$ cat config.mk
export PLATFORM = sky130hd
export DESIGN_NAME = spi_byte_master
export DESIGN_NICKNAME = d
export VERILOG_FILES = /design/src/rtl/spi_byte_pkg.sv /design/src/rtl/spi_byte_ctrl.sv /design/src/rtl/spi_byte_datapath.sv /design/src/rtl/spi_byte_master.sv
export SDC_FILE = /design/constraint.sdc
export NUM_CORES = 1
export LEC_CHECK = 0
export BUFFER_PORTS_ARGS = -buffer_cell sky130_fd_sc_hd__buf_2
export CAP_MARGIN = 20
export CORE_UTILIZATION = 30
export CTS_BUF_LIST = sky130_fd_sc_hd__clkbuf_8
export DETAILED_ROUTE_END_ITERATION = 8
export GPL_ROUTABILITY_DRIVEN = 0
export PLACE_DENSITY = 0.54
export SETUP_SLACK_MARGIN = 0.4
export SLEW_MARGIN = 5
export SYNTH_ARGS = -nofsm -noshare
export SYNTH_HDL_FRONTEND = slang
export SYNTH_SLANG_ARGS = --single-unit
$ cat constraint.sdc
create_clock -name clk -period 1.9 [get_ports clk]
set_input_delay 0.285 -clock clk [delete_from_list [all_inputs] [get_ports clk]]
set_output_delay 0.285 -clock clk [all_outputs]
set_load 0.005 [all_outputs]
$ cat src/rtl/spi_byte_pkg.sv
`timescale 1ns/1ps
package spi_byte_pkg;

  // Field order mirrors the mode byte, bit 4 down to bit 0.
  typedef struct packed {
    logic phaseLead;   // sample on leading edge
    logic enable;
    logic lsbFirst;
    logic idleHigh;
    logic loopback;
  } modeCfg_t;

  typedef struct packed {
    logic loadFrame;   // capture transmit byte, clear counters
    logic run;         // advance the bit clock
    logic driveOut;    // let the shifter reach the pin
  } dpStrobe_t;

  typedef enum logic [1:0] {
    ST_IDLE,
    ST_SHIFT,
    ST_DONE,
    ST_TAIL
  } seqState_t;

  localparam logic [2:0] OFS_MODE = 3'd0;
  localparam logic [2:0] OFS_RX   = 3'd1;
  localparam logic [2:0] OFS_TX   = 3'd2;
  localparam logic [2:0] OFS_CTRL = 3'd3;
  localparam logic [2:0] OFS_STAT = 3'd4;
  localparam logic [2:0] OFS_DIV  = 3'd6;

endpackage

$ cat src/rtl/spi_byte_ctrl.sv
`timescale 1ns/1ps
module spi_byte_ctrl
  import spi_byte_pkg::*;
#(
  parameter int WORD_W = 8,
  parameter int DIV_W  = 8
) (
  input  logic                 clk,
  input  logic                 rstN,
  input  logic                 regWrEn,
  input  logic                 regRdEn,
  input  logic [2:0]           regAddr,
  input  logic [WORD_W-1:0]    regWrData,
  output logic [WORD_W-1:0]    regRdData,
  input  logic                 frameEnd,
  input  logic [WORD_W-1:0]    rxWord,
  output modeCfg_t             modeCfg,
  output logic [DIV_W-1:0]     divisor,
  output logic [WORD_W-1:0]    txWord,
  output dpStrobe_t            strobe,
  output logic                 busy,
  output logic                 rxReady
);

  localparam int MODE_W = $bits(modeCfg_t);

  seqState_t stateQ, stateD;
  logic [WORD_W-1:0] rxData;
  logic startReq, startOk, rxRead;

  assign startReq = regWrEn && (regAddr == OFS_CTRL) && regWrData[0];
  assign startOk  = startReq && modeCfg.enable && (stateQ == ST_IDLE);
  assign rxRead   = regRdEn && (regAddr == OFS_RX);
  assign busy     = (stateQ != ST_IDLE);

  always_comb begin
    stateD = stateQ;
    case (stateQ)
      ST_IDLE:  if (startOk) stateD = ST_SHIFT;
      ST_SHIFT: if (frameEnd) stateD = ST_DONE;
      ST_DONE:  stateD = ST_TAIL;
      default:  stateD = ST_IDLE;
    endcase
  end

  always_ff @(posedge clk) begin
    if (!rstN) begin
      stateQ  <= ST_IDLE;
      modeCfg <= '0;
      divisor <= '0;
      txWord  <= '0;
      rxData  <= '0;
      rxReady <= 1'b0;
    end else begin
      stateQ <= stateD;
      if (regWrEn) begin
        case (regAddr)
          OFS_MODE: modeCfg <= modeCfg_t'(regWrData[MODE_W-1:0]);
          OFS_TX:   txWord  <= regWrData;
          OFS_DIV:  divisor <= regWrData[DIV_W-1:0];
          default:  ;
        endcase
      end
      if (stateQ == ST_DONE) begin
        rxData  <= rxWord;
        rxReady <= 1'b1;
      end else if (rxRead) begin
        rxReady <= 1'b0;
      end
    end
  end

  always_comb begin
    regRdData = '0;
    case (regAddr)
      OFS_MODE: regRdData[MODE_W-1:0] = modeCfg;
      OFS_RX:   regRdData = rxData;
      OFS_TX:   regRdData = txWord;
      OFS_STAT: regRdData[1:0] = {busy, rxReady};
      OFS_DIV:  regRdData[DIV_W-1:0] = divisor;
      default:  regRdData = '0;
    endcase
  end

  assign strobe.loadFrame = startOk;
  assign strobe.run       = (stateQ == ST_SHIFT);
  assign strobe.driveOut  = busy;

endmodule

$ cat src/rtl/spi_byte_datapath.sv
`timescale 1ns/1ps
module spi_byte_datapath
  import spi_byte_pkg::*;
#(
  parameter int WORD_W = 8,
  parameter int DIV_W  = 8
) (
  input  logic              clk,
  input  logic              rstN,
  input  dpStrobe_t         strobe,
  input  modeCfg_t          modeCfg,
  input  logic [DIV_W-1:0]  divisor,
  input  logic [WORD_W-1:0] txWord,
  input  logic              miso,
  output logic              sck,
  output logic              mosi,
  output logic              frameEnd,
  output logic [WORD_W-1:0] rxWord
);

  localparam int CNT_W    = DIV_W + 1;
  localparam int EDGES    = 2 * WORD_W;
  localparam int EDGE_W   = $clog2(EDGES);
  localparam logic [EDGE_W-1:0] LAST_EDGE = EDGE_W'(EDGES - 1);

  logic [CNT_W-1:0]  divCnt, halfMax;
  logic [EDGE_W-1:0] edgeIdx;
  logic              sckPhase;
  logic [WORD_W-1:0] txSh, rxSh, txRev, rxRev;
  logic              tick, cphaOne, sampleNow, shiftNow, inBit;

  for (genvar i = 0; i < WORD_W; i++) begin : g_rev
    assign txRev[i] = txWord[WORD_W-1-i];
    assign rxRev[i] = rxSh[WORD_W-1-i];
  end

  assign halfMax   = {divisor, 1'b1};
  assign tick      = strobe.run && (divCnt == halfMax);
  assign cphaOne   = ~modeCfg.phaseLead;
  assign sampleNow = (edgeIdx[0] == cphaOne);
  assign shiftNow  = !sampleNow && !(cphaOne && (edgeIdx == '0));

  always_ff @(posedge clk) begin
    if (!rstN) begin
      divCnt   <= '0;
      edgeIdx  <= '0;
      sckPhase <= 1'b0;
      txSh     <= '0;
      rxSh     <= '0;
    end else if (strobe.loadFrame) begin
      divCnt   <= '0;
      edgeIdx  <= '0;
      sckPhase <= 1'b0;
      txSh     <= modeCfg.lsbFirst ? txRev : txWord;
      rxSh     <= '0;
    end else if (strobe.run) begin
      if (tick) begin
        divCnt   <= '0;
        edgeIdx  <= edgeIdx + 1'b1;
        sckPhase <= ~sckPhase;
        if (sampleNow) rxSh <= {rxSh[WORD_W-2:0], inBit};
        if (shiftNow)  txSh <= {txSh[WORD_W-2:0], 1'b0};
      end else begin
        divCnt <= divCnt + 1'b1;
      end
    end
  end

  assign mosi     = strobe.driveOut & txSh[WORD_W-1];
  assign inBit    = modeCfg.loopback ? mosi : miso;
  assign sck      = modeCfg.idleHigh ^ sckPhase;
  assign frameEnd = tick && (edgeIdx == LAST_EDGE);
  assign rxWord   = modeCfg.lsbFirst ? rxRev : rxSh;

endmodule

$ cat src/rtl/spi_byte_master.sv
`timescale 1ns/1ps
module spi_byte_master
  import spi_byte_pkg::*;
#(
  parameter int WORD_W = 8,
  parameter int DIV_W  = 8
) (
  input  logic              clk,
  input  logic              rstN,
  input  logic              regWrEn,
  input  logic              regRdEn,
  input  logic [2:0]        regAddr,
  input  logic [WORD_W-1:0] regWrData,
  output logic [WORD_W-1:0] regRdData,
  output logic              sck,
  output logic              mosi,
  input  logic              miso,
  output logic              irq
);

  modeCfg_t          modeCfg;
  dpStrobe_t         strobe;
  logic [DIV_W-1:0]  divisor;
  logic [WORD_W-1:0] txWord, rxWord;
  logic              frameEnd, busy, rxReady;

  spi_byte_ctrl #(.WORD_W(WORD_W), .DIV_W(DIV_W)) u_ctrl (
    .clk(clk), .rstN(rstN),
    .regWrEn(regWrEn), .regRdEn(regRdEn), .regAddr(regAddr),
    .regWrData(regWrData), .regRdData(regRdData),
    .frameEnd(frameEnd), .rxWord(rxWord),
    .modeCfg(modeCfg), .divisor(divisor), .txWord(txWord),
    .strobe(strobe), .busy(busy), .rxReady(rxReady)
  );

  spi_byte_datapath #(.WORD_W(WORD_W), .DIV_W(DIV_W)) u_dp (
    .clk(clk), .rstN(rstN),
    .strobe(strobe), .modeCfg(modeCfg), .divisor(divisor),
    .txWord(txWord), .miso(miso),
    .sck(sck), .mosi(mosi), .frameEnd(frameEnd), .rxWord(rxWord)
  );

  assign irq = rxReady;

endmodule

==> PnR_summary.wiki, run 1 <==
{| class="wikitable"
! Metric !! Value
|-
| Final-layout fill cell count || roughly 1,000
|-
| Number of global-route vias before repair || 2,723
|-
| Largest family of logic cells by synthesized area || simple AND/OR/NAND/NOR gates
|-
| Worst Hold Class || primary input to register
|-
| Synthesized netlist net count || 388
|-
| Distinct cell type count of the synthesized netlist || 42
|-
| Cell area after synthesis || 0.00317 mm2
|-
| DRC violation count after routing || 0
|-
| Critical Path Start || u_ctrl.stateQ[0]
|-
| Number of cells on the worst hold path || 3
|-
| Post-route setup slack || -72.1 ps
|-
| Clock insertion delay at the later pin of the skew report || ~350 ps
|-
| Share of the yosys chip area belonging to registers || 0.392
|-
| Total half-perimeter wirelength after legalization and detailed placement || 5.85 mm
|-
| Routed vias || 2,789
|-
| CP Data Arrival Time || between 1500 and 2000 ps
|-
| Leakage power || 1.79 nW
|-
| Setup repair after global routing missed its margin || yes
|-
| Critical-path cell list || inv_2 -> ha_4 -> inv_2 -> mux4_2 -> a22o_1 -> buf_2
|-
| Worst stage delay on the critical path || 450 ps
|-
| Instance count of the mapped netlist || 365
|-
| Cell Pwr Density || 576 mW/mm2
|-
| Count of final setup violators || 2
|-
| Core Area || 0.0103 mm2
|-
| Global-route wire length before repair || 14.0 mm
|-
| Number of antenna-violating nets in the routed design || 0
|-
| Max-cap violations || 0
|-
| Worst-path clk slew || about 70 ps
|-
| Starting Density || 0.308
|-
| Slew @ Worst Pin || 378 ps
|-
| Fin. Hold Viols || 0
|-
| Share of layout cells above drive strength 1 || 0.454
|-
| Setup Slack @ Placement || 159 ps
|-
| Post-synthesis to final-layout area growth || 46.0%
|-
| Peak supply drop || 0.280 mV
|-
| Logic depth of the worst register-to-register path || 10
|-
| Placed Instance Area || 0.00359 mm2
|-
| Hold Path Sink || u_ctrl.divisor[6]
|-
| Fmax || 0.507 GHz
|-
| Max Slew Vio Count || 0
|-
| Die outline width || 105 um
|-
| Post-synthesis compound-gate area fraction || 0.125
|-
| Maximum clock path buffer count || 2
|-
| Endpoint class of the critical path || output port
|-
| Count of boundary I/O pins || 27
|-
| Fin crit share || 1.04
|-
| Std-Cell Rows || 37
|-
| DRC marker count from the first detailed-route iteration || 116
|-
| TritonCTS sink count || 62
|-
| Final cell utilization of the core || 0.450
|-
| Required time at the endpoint of the critical path || roughly 1600 ps
|-
| Hold path startpoint || regWrData[6]
|-
| Critical Path Fanout Max || 2
|-
| H-tree depth reported by CTS || 3
|-
| Full die area || 0.0110 mm2
|-
| Hold WS || 195 ps
|-
| Antenna violations before repair || 0
|-
| Via count normalized by instance count || ~5
|-
| Post-Synth XOR/XNOR Area || 0.0581
|-
| Post-layout total power || 0.00267 W
|-
| GRT Residual Overflow || 0
|-
| Syn Area/Cell || 8.68 um2
|-
| Worst r2r src || u_ctrl.stateQ[0]
|-
| GRT Resource Usage Total || 0.166
|-
| Most frequent standard cell in the layout excluding fill and tap cells || sky130_fd_sc_hd__nand2_1
|-
| Largest clock skew in the final design || 10.5 ps
|-
| Simple-Gate Fraction of Synth Area || 0.225
|-
| Critical Path Start Type || register
|-
| Y dimension of the die || around 100 um
|-
| Worst setup slack for register-to-register paths || 20 ps
|-
| Slowest CP cell || sky130_fd_sc_hd__mux4_2
|-
| Cell seen most often among critical-path stages || sky130_fd_sc_hd__inv_2
|-
| CTS tree || done
|-
| Adder-Cell Fraction of Synth Area || 0.0276
|-
| Largest net degree at the start of global routing || 19
|-
| Cell at the root of the clock tree || sky130_fd_sc_hd__clkbuf_8
|-
| Synth warn || 0
|-
| Outcome || complete, but fails checks
|-
| Post-detailed-route wirelength per cell || 16.0 um
|-
| Share of cell area taken by muxes after synthesis || 0.135
|-
| Worst relative slew slack || 0.748
|-
| Register bit total from synthesis || 62
|-
| First-pass iteration count of the detailed router || 4
|-
| Highest-count cells in the layout ignoring fill and taps || sky130_fd_sc_hd__nand2_1 (56), sky130_fd_sc_hd__dfxtp_1 (46), sky130_fd_sc_hd__buf_4 (33)
|-
| Total wire length || 9.13 mm
|-
| Final min period || 1970 ps
|-
| IO Port Bufs || 26
|-
| Antenna diode count || 0
|-
| Final Instance Area || 0.00463 mm2
|-
| Number of nets at the end of the flow || 453
|-
| Clock buffer count from CTS || 9
|-
| R2r endpoint || u_dp.txSh[0]
|-
| Category of the most critical setup path || register to output port
|-
| Violations in the final reports || setup timing
|}
[registers in the layout, summed over array words and instances, names as in the netlist]
name,count
u_ctrl.modeCfg,5
u_dp.sckPhase,1
u_ctrl.stateQ,2
u_dp.divCnt,9
u_dp.edgeIdx,4
u_ctrl.rxData,8
u_dp.txSh,8
u_ctrl.divisor,8
u_dp.rxSh,8
u_ctrl.txWord,8
u_ctrl.rxReady,1
[metal layers]
metal / share of wire / wire length [um] / GRT usage / vias to the layer above
li1: - / - / - / 1378
met1: 0.46 / 4230 / 0.214 / 1355
met2: 0.49 / 4490 / 0.272 / 47
met3: 0.036 / 325 / 0.0443 / 9
met4: 0.0081 / 74 / 0.0483 / 0
met5: 0 / 0 / 0 / -
[critical path: cells and delay by family, from the launching register on]
| kind | cells | cell delay, ps |
|---|---|---|
| multiplexers | 1 | 450 |
| flip-flops | 1 | 330 |
| AO/OA/AOI/OAI | 1 | 190 |
| buffers and inverters | 3 | 230 |
| adder cells (fa/ha/maj) | 1 | 140 |
[synthesized netlist by cell type, drive strengths merged]
cell type / n / share of area
dfxtp: 62 / 0.39
nor4: 2 / 0.0087
a211oi: 8 / 0.019
clkbuf: 11 / 0.013
o2111a: 1 / 0.0036
o22ai: 2 / 0.0039
a21o: 1 / 0.0024
and4: 1 / 0.0028
xor2: 15 / 0.041
a22o: 2 / 0.0055
nand3: 5 / 0.0095
and3: 6 / 0.012
mux2: 3 / 0.011
and2: 1 / 0.0020
nor2b: 9 / 0.018
o21ai: 6 / 0.0095
o22a: 1 / 0.0028
nor2: 36 / 0.043
nand2: 71 / 0.084
a21oi: 5 / 0.0079
buf: 10 / 0.016
mux4: 1 / 0.0071
xnor2: 6 / 0.017
or3: 1 / 0.0020
mux2i: 37 / 0.12
nor3: 10 / 0.019
nor3b: 1 / 0.0024
o31a: 1 / 0.0028
nand2b: 5 / 0.0099
a21boi: 17 / 0.040
ha: 7 / 0.028
inv: 7 / 0.0083
a22oi: 1 / 0.0024
or3b: 1 / 0.0028
nand4: 4 / 0.0099
o211a: 8 / 0.025
[cell families (layout without fill, tap and decap cells)]
| kind of cell | count (synthesis) | in the layout |
|---|---|---|
| flops | 62 | 62 |
| buf+inv | 28 | 95 |
| compound gates | 53 | 54 |
| mux | 41 | 41 |
| simple gates | 153 | 154 |
| xor+xnor | 21 | 21 |
| fa+ha+maj | 7 | 7 |
[cell type report]
class | instances | area [um2] | area share
flip-flops and latches | 62 | 1270 | 0.275
inverters | 7 | 28.8 | 0.00622
clock buffers | 11 | 151 | 0.0327
clock inverters | 4 | 22.5 | 0.00487
repair buffers | 73 | 611 | 0.132
well taps | 136 | 170 | 0.0368
multi-input cells | 277 | 2370 | 0.513
[per-stage QoR]
step | std cells | setup TNS (ps)
global route | 570 | -284
global placement | 524 | 0
detailed placement | 524 | 0
CTS | 561 | -79.1
finish | 570 | -132
floorplan | 365 | 0
[worst max path at each step]
stage          slack (ps)          endpoint
6_report              -70      regRdData[1]
5_1_grt              -130      regRdData[1]
4_1_cts               -80      regRdData[1]
3_5_place_dp          160    u_dp.divCnt[6]
3_3_place_gp          150    u_dp.divCnt[8]
2_1_floorplan         310  u_ctrl.stateQ[0]
[power breakdown]
group / leakage [nW] / total [W] / internal, W / switching, W
Combinational: 1.19 / 0.000284 / 0.000133 / 0.000151
Clock: 0.0910 / 0.00105 / 0.000530 / 0.000524
Sequential: 0.509 / 0.00133 / 0.00131 / 0.0000187
Total: 1.79 / 0.00267 / 0.00197 / 0.000694
[repair_timing]
action / 4_1_cts / 5_1_grt
gates resized for setup: 90 / 57
setup buffers: 21 / 6
gates cloned: 1 / 3
pin swaps: 20 / 26
hold buffers: 0 / 0
endpoints found under the setup margin: 41 / 41
Note: power is estimated with default switching activity, not from simulation.
==> run 2: changes to the inputs <==
--- a/config.mk
+++ b/config.mk
@@ -12,6 +12,7 @@
 export DETAILED_ROUTE_END_ITERATION = 8
 export GPL_ROUTABILITY_DRIVEN = 0
 export PLACE_DENSITY = 0.54
+export REMOVE_ABC_BUFFERS = 1
 export SETUP_SLACK_MARGIN = 0.4
 export SLEW_MARGIN = 5
 export SYNTH_ARGS = -nofsm -noshare
==> run 2 against run 1 <==
Against the previous run:
- critical path type unchanged
- largest cell class unchanged
- clock power is 25% higher
- critical path depth is the same
- routed wire length fell by 2.1%
- the flow still finishes with violations (setup timing)
==> PnR_summary.wiki, run 2 (synthesized netlist as in run 1, its figures left out) <==
{| class="wikitable"
! Metric !! Value
|-
| Fin. Hold Viols || 0 (unchanged)
|-
| Die outline width || 105 um (unchanged)
|-
| Worst Hold Class || primary input to register
|-
| Count of placed standard cells including taps || 522 (-0.38%)
|-
| Leakage power || 1.84 nW (+2.4%)
|-
| Post-synthesis to final-layout area growth || 41.0%
|-
| Required time at the endpoint of the critical path || 1620 ps (about the same)
|-
| Y dimension of the die || 105 um (unchanged)
|-
| Critical-path cell list || inv_2 -> ha_4 -> inv_2 -> mux4_2 -> a22o_1 -> buf_2
|-
| Reg with most FFs || u_dp.divCnt
|-
| Number of antenna-violating nets in the routed design || 0 (unchanged)
|-
| Outcome || complete, but fails checks
|-
| Summed negative setup slack over all endpoints || -34.8 ps (+96.7 ps)
|-
| Slew @ Worst Pin || 620 ps (+242 ps)
|-
| Highest-count cells in the layout ignoring fill and taps || sky130_fd_sc_hd__nand2_1 (70), sky130_fd_sc_hd__dfxtp_1 (38), sky130_fd_sc_hd__mux2i_1 (35)
|-
| Clock insertion delay at the later pin of the skew report || 330 ps (-20 ps)
|-
| Fmax || 0.517 GHz (+1.9%)
|-
| Max-cap violations || 0 (unchanged)
|-
| Std-Cell Rows || 37 (unchanged)
|-
| Total wire length || 8.93 mm (-2.1%)
|-
| Critical Path Start Type || register
|-
| Critical Path Fanout Max || 2 (unchanged)
|-
| Antenna diode count || 0 (unchanged)
|-
| CTS tree || done
|-
| CP Data Arrival Time || 1650 ps (-40 ps)
|-
| Starting Density || 0.308 (unchanged)
|-
| Final Instance Area || 0.00447 mm2 (-3.4%)
|-
| H-tree depth reported by CTS || 3 (unchanged)
|-
| Flip-flop count of the largest register, all copies and words added || 9 (unchanged)
|-
| Endpoint class of the critical path || output port
|-
| Placed Instance Area || 0.00352 mm2 (-2.0%)
|-
| Cell at the root of the clock tree || sky130_fd_sc_hd__clkbuf_8
|-
| Cell seen most often among critical-path stages || sky130_fd_sc_hd__inv_2
|-
| Setup repair after global routing missed its margin || yes
|-
| Clock buffer count from CTS || 9 (unchanged)
|-
| IO Port Bufs || 26 (unchanged)
|-
| Final min period || 1930 ps (-37.4 ps)
|-
| Violations in the final reports || setup timing
|-
| DRC marker count from the first detailed-route iteration || 174 (+50%)
|-
| Total half-perimeter wirelength after legalization and detailed placement || 5.79 mm (-0.98%)
|-
| Worst relative slew slack || 0.587 (-0.161)
|-
| Cell Pwr Density || 644 mW/mm2 (+12%)
|-
| Antenna violations before repair || 0 (unchanged)
|-
| Largest net degree at the start of global routing || 24 (+5)
|-
| GRT Residual Overflow || 0 (unchanged)
|-
| Slowest CP cell || sky130_fd_sc_hd__mux4_2
|-
| Number of global-route vias before repair || 2,735 (+0.44%)
|-
| Peak supply drop || 0.345 mV (+23%)
|-
| Most frequent standard cell in the layout excluding fill and tap cells || sky130_fd_sc_hd__nand2_1
|-
| TritonCTS sink count || 62 (unchanged)
|-
| Post-detailed-route wirelength per cell || 15.7 um (-1.7%)
|-
| GRT Resource Usage Total || 0.165 (-0.00124)
|-
| Category of the most critical setup path || register to output port
|-
| Max Slew Vio Count || 0 (unchanged)
|-
| Maximum clock path buffer count || 2 (unchanged)
|-
| Routed vias || 2,771 (-0.65%)
|-
| DRC violation count after routing || 0 (unchanged)
|-
| Via count normalized by instance count || 4.88 (-0.30%)
|-
| First-pass iteration count of the detailed router || 4 (unchanged)
|-
| Final std cells w/o fill || 568 (-0.35%)
|-
| Count of final setup violators || 1 (-1)
|-
| Share of layout cells above drive strength 1 || 0.400 (-0.0535)
|-
| Full die area || 0.0110 mm2 (unchanged)
|-
| Core Area || 0.0103 mm2 (unchanged)
|-
| Number of nets at the end of the flow || 451 (-0.44%)
|-
| Worst-path clk slew || 70 ps (about the same)
|-
| Post-route setup slack || -34.8 ps (+37.4 ps)
|-
| Global-route wire length before repair || 14.1 mm (+0.15%)
|-
| Number of hold buffers added after CTS || 0 (unchanged)
|-
| Fin crit share || 1.02 (-0.0197)
|-
| Largest clock skew in the final design || 8.16 ps (-2.36 ps)
|-
| Worst stage delay on the critical path || 450 ps (about the same)
|-
| Count of boundary I/O pins || 27 (unchanged)
|}
[run 2: power breakdown]
part | switching [W] | internal [W] | total [W]
sequential | 0.0000183 | 0.00131 | 0.00132
clock | 0.000509 | 0.000799 | 0.00131
combinational | 0.000133 | 0.000112 | 0.000246
[run 2: cell type report]
class | count | area, um2
inverter | 7 | 28.8
fill | 1023 | 5810
tap | 136 | 170
timing repair buffer | 73 | 608
multi-input combinational | 275 | 2150
clock inverter | 4 | 70.1
sequential | 62 | 1290
clock buffer | 11 | 151
[run 2: timing repair]
item	4_1_cts	5_1_grt
resized for setup	79	45
cloned	1	0
hold endpoints to repair	0	0
setup endpoints to repair	38	43
buffers inserted	20	10
pin swaps	16	16
[run 2: worst paths after layout]
check                                        end        startpoint  depth (start not counted)  slack (ps)
worst max-delay path                regRdData[1]  u_ctrl.stateQ[0]                          6         -30
worst min-delay path            u_ctrl.txWord[7]      regWrData[7]                          3         210
worst min register to register  u_ctrl.rxData[4]  u_ctrl.rxData[4]                          1         480
worst max register to register      u_dp.txSh[2]  u_ctrl.stateQ[1]                         11          60
[run 2: layer usage]
metal | track usage | share of wire
met5 | 0 | 0
met4 | 0.0533 | 0.010
met3 | 0.0374 | 0.034
met2 | 0.278 | 0.50
met1 | 0.208 | 0.45
[run 2: worst max-delay path, delay by kind of cell, from the launching register on]
kind | cells | cell delay, ps
DFF | 1 | 330
buffers and inverters | 3 | 220
AOI/OAI and AO/OA | 1 | 190
adders and majority gates | 1 | 130
muxes | 1 | 450
[run 2: through the flow]
step | hold WS [ps] | total power (W) | utilization | setup WS [ps]
after floorplan | 406 | 0.00145 | - | -56.5
after global placement | 460 | 0.00154 | 0.343 | 196
after detailed placement | 470 | 0.00154 | 0.343 | 158
after CTS | 186 | 0.00290 | 0.407 | -60.8
after global routing | 201 | 0.00300 | 0.435 | -108
final | 206 | 0.00288 | 0.435 | -34.8
==> run 3: changes to the inputs <==
--- a/config.mk
+++ b/config.mk
@@ -11,7 +11,8 @@
 export CTS_BUF_LIST = sky130_fd_sc_hd__clkbuf_8
 export DETAILED_ROUTE_END_ITERATION = 8
 export GPL_ROUTABILITY_DRIVEN = 0
-export PLACE_DENSITY = 0.54
+export GPL_TIMING_DRIVEN = 0
+export PLACE_DENSITY = 0.55
 export REMOVE_ABC_BUFFERS = 1
 export SETUP_SLACK_MARGIN = 0.4
 export SLEW_MARGIN = 5
==> constraint.sdc (replaced) <==
create_clock -name clk -period 1.6 [get_ports clk]
set_input_delay 0.24 -clock clk [delete_from_list [all_inputs] [get_ports clk]]
set_output_delay 0.24 -clock clk [all_outputs]
set_load 0.01 [all_outputs]
==> run 3 against run 2 <==
Against the previous run:
- the run still ends with setup timing left
- power is 22% higher
- sequential share of layout area up 0.76 points
- sequential power up 19%
- count of clock-buffer cells in the layout rose by 1
- largest cell class unchanged
==> PnR_summary.wiki, run 3 (synthesized netlist as in run 1, its figures left out) <==
{| class="wikitable"
! Metric !! Value
|-
| Die outline width || 105 um (unchanged)
|-
| Final Instance Area || 0.00437 mm2 (-2.2%)
|-
| Global-route wire length before repair || 12.5 mm (-11%)
|-
| Antenna violations before repair || 0 (unchanged)
|-
| Fin crit share || 1.22
|-
| Relative contribution of the clock network to total power || 0.460 (+0.006)
|-
| Y dimension of the die || 105 um (unchanged)
|-
| Net switching power || 0.000804 W (+22%)
|-
| Setup repair after global routing missed its margin || yes
|-
| Antenna diode count || 0 (unchanged)
|-
| Final-layout fill cell count || 1,024 (+0.098%)
|-
| Flip-flop count of the largest register, all copies and words added || 9 (unchanged)
|-
| Clock insertion delay at the later pin of the skew report || 350 ps (+20 ps)
|-
| Clock buffer count from CTS || 9 (unchanged)
|-
| GRT Resource Usage Total || 0.148 (-0.0172)
|-
| Critical Path Fanout Max || 2 (unchanged)
|-
| Count of final setup violators || 22 (+21)
|-
| Routed vias || 2,713 (-2.1%)
|-
| Number of cells on the worst hold path || 3 (unchanged)
|-
| Number of antenna-violating nets in the routed design || 0 (unchanged)
|-
| Post-detailed-route wirelength per cell || 14.2 um (-9.8%)
|-
| Leakage power || 1.79 nW (-2.5%)
|-
| Fraction of power spent switching nets || 0.230 (+0.000293)
|-
| Post-route setup slack || -350 ps (-315 ps)
|-
| Endpoint class of the critical path || output port
|-
| Slew @ Worst Pin || 751 ps (+131 ps)
|-
| DRC violation count after routing || 0 (unchanged)
|-
| Outcome || complete, but fails checks
|-
| Reg with most FFs || u_dp.divCnt
|-
| Category of the most critical setup path || register to output port
|-
| Total half-perimeter wirelength after legalization and detailed placement || 5.05 mm (-13%)
|-
| Placed Instance Area || 0.00338 mm2 (-4.1%)
|-
| Violations in the final reports || setup timing
|-
| DRC marker count from the first detailed-route iteration || 118 (-32%)
|-
| Worst Hold Class || primary input to register
|-
| CP Data Arrival Time || 1710 ps (+60 ps)
|-
| Maximum clock path buffer count || 2 (unchanged)
|-
| Peak supply drop || 0.483 mV (+40%)
|-
| Max-cap violations || 0 (unchanged)
|-
| Fin. Hold Viols || 0 (unchanged)
|-
| IO Port Bufs || 26 (unchanged)
|-
| Total buffers and inverters traversed by the critical path || 3 (unchanged)
|-
| Logic depth of the worst register-to-register path || 8 (-3)
|-
| Required time at the endpoint of the critical path || 1360 ps (-260 ps)
|-
| Area of the multi-input gates || 0.00213 mm2 (-1.1%)
|-
| Worst-path clk slew || 70 ps (about the same)
|-
| H-tree depth reported by CTS || 3 (unchanged)
|-
| TritonCTS sink count || 62 (unchanged)
|-
| Critical-path cell list || inv_4 -> ha_4 -> inv_2 -> mux4_2 -> a22o_1 -> buf_2
|-
| Most frequent standard cell in the layout excluding fill and tap cells || sky130_fd_sc_hd__nand2_1
|-
| Critical Path Start Type || register
|-
| Core Area || 0.0103 mm2 (unchanged)
|-
| GRT Residual Overflow || 0 (unchanged)
|-
| Number of global-route vias before repair || 2,434 (-11%)
|-
| Combinational fraction of design power || 0.091 (+0.006)
|-
| Largest clock skew in the final design || 6.95 ps (-1.21 ps)
|-
| Cell depth of the worst setup path || 6 (unchanged)
|-
| Via count normalized by instance count || 4.80 (-1.6%)
|-
| First-pass iteration count of the detailed router || 4 (unchanged)
|-
| Top cell family by delay on the critical path || multiplexers
|-
| Sequential Area || 0.00129 mm2 (+0.39%)
|-
| Share of total power in sequential cells || 0.449 (-0.011)
|-
| Fmax || 0.513 GHz
|-
| Slowest CP cell || sky130_fd_sc_hd__mux4_2
|-
| Internal Pwr Total || 0.00270 W (+22%)
|-
| Cell at the root of the clock tree || sky130_fd_sc_hd__clkbuf_8
|-
| Cell Pwr Density || 801 mW/mm2 (+24%)
|-
| Post-synthesis to final-layout area growth || 37.9%
|-
| Post-layout total power || 0.00350 W (+22%)
|-
| Worst stage delay on the critical path || 440 ps (about the same)
|-
| Highest-count cells in the layout ignoring fill and taps || sky130_fd_sc_hd__nand2_1 (69), sky130_fd_sc_hd__dfxtp_1 (38), sky130_fd_sc_hd__mux2i_1 (34)
|-
| Count of boundary I/O pins || 27 (unchanged)
|-
| Final min period || 1950 ps
|-
| Share of layout cells above drive strength 1 || 0.380 (-0.0205)
|-
| CTS tree || done
|-
| Full die area || 0.0110 mm2 (unchanged)
|-
| Largest net degree at the start of global routing || 44 (+83%)
|-
| Max Slew Vio Count || 0 (unchanged)
|-
| Summed negative setup slack over all endpoints || -1920 ps (-1890 ps)
|-
| Std-Cell Rows || 37 (unchanged)
|-
| Final cell utilization of the core || 0.425 (-0.00950)
|-
| Number of nets at the end of the flow || 447 (-0.89%)
|-
| Total wire length || 8.02 mm (-10%)
|-
| Starting Density || 0.308 (unchanged)
|-
| Worst relative slew slack || 0.500 (-0.0874)
|}
==> run 3: metrics by stage <==
| stage | cells | hold slack (ps) | worst slack, ps |
|---|---|---|---|
| after floorplan | 344 | 361 | -356 |
| after CTS | 543 | 132 | -389 |
| final | 565 | 147 | -350 |
| after global placement | 506 | 460 | -1040 |
| after detailed placement | 506 | 467 | -1050 |
| after global routing | 565 | 137 | -413 |
==> run 3: routing by layer <==
| layer | wire (um) | GRT usage | up-vias |
|---|---|---|---|
| met2 | 3910 | 0.240 | 41 |
| met1 | 3720 | 0.186 | 1291 |
| met3 | 227 | 0.0256 | 13 |
| met4 | 164 | 0.0805 | 0 |
| met5 | 0 | 0 | - |
| li1 | - | - | 1368 |
==> run 3: final timing paths <==
kind | slack (ps) | startpoint | end
worst min-delay path | 150 | regWrData[7] | u_ctrl.divisor[7]
worst min register to register | 470 | u_ctrl.rxData[2] | u_ctrl.rxData[2]
worst max-delay path | -350 | u_ctrl.stateQ[1] | regRdData[1]
worst max register to register | -120 | u_dp.divCnt[1] | u_dp.edgeIdx[3]
==> run 3: worst min-delay path, cell delays in order <==
cell and delay [ps]:
sky130_fd_sc_hd__buf_2 110, sky130_fd_sc_hd__nand2_1 50, sky130_fd_sc_hd__a21boi_0 60
==> run 3: repair_timing <==
action	CTS	global route
cloned	1	0
buffers inserted	20	22
pin swaps	8	30
hold buffers	0	0
setup endpoints to repair	57	56
resized for setup	71	52
==> run 3: final cells by class <==
| cell class | instances | share of cell area |
|---|---|---|
| multi-input combinational | 276 | 0.487 |
| clock inverter | 4 | 0.0158 |
| timing repair buffer | 68 | 0.118 |
| clock buffer | 12 | 0.0378 |
| tap | 136 | 0.0389 |
| sequential | 62 | 0.296 |
| inverter | 7 | 0.00659 |
==> run 3: power by group through the flow <==
stage | Combinational, W | Clock (W) | Sequential [W]
2_1_floorplan | 0.000109 | 0 | 0.00161
3_3_place_gp | 0.000192 | 0 | 0.00162
3_5_place_dp | 0.000194 | 0 | 0.00162
4_1_cts | 0.000268 | 0.00165 | 0.00157
5_1_grt | 0.000343 | 0.00173 | 0.00157
6_report | 0.000319 | 0.00161 | 0.00157
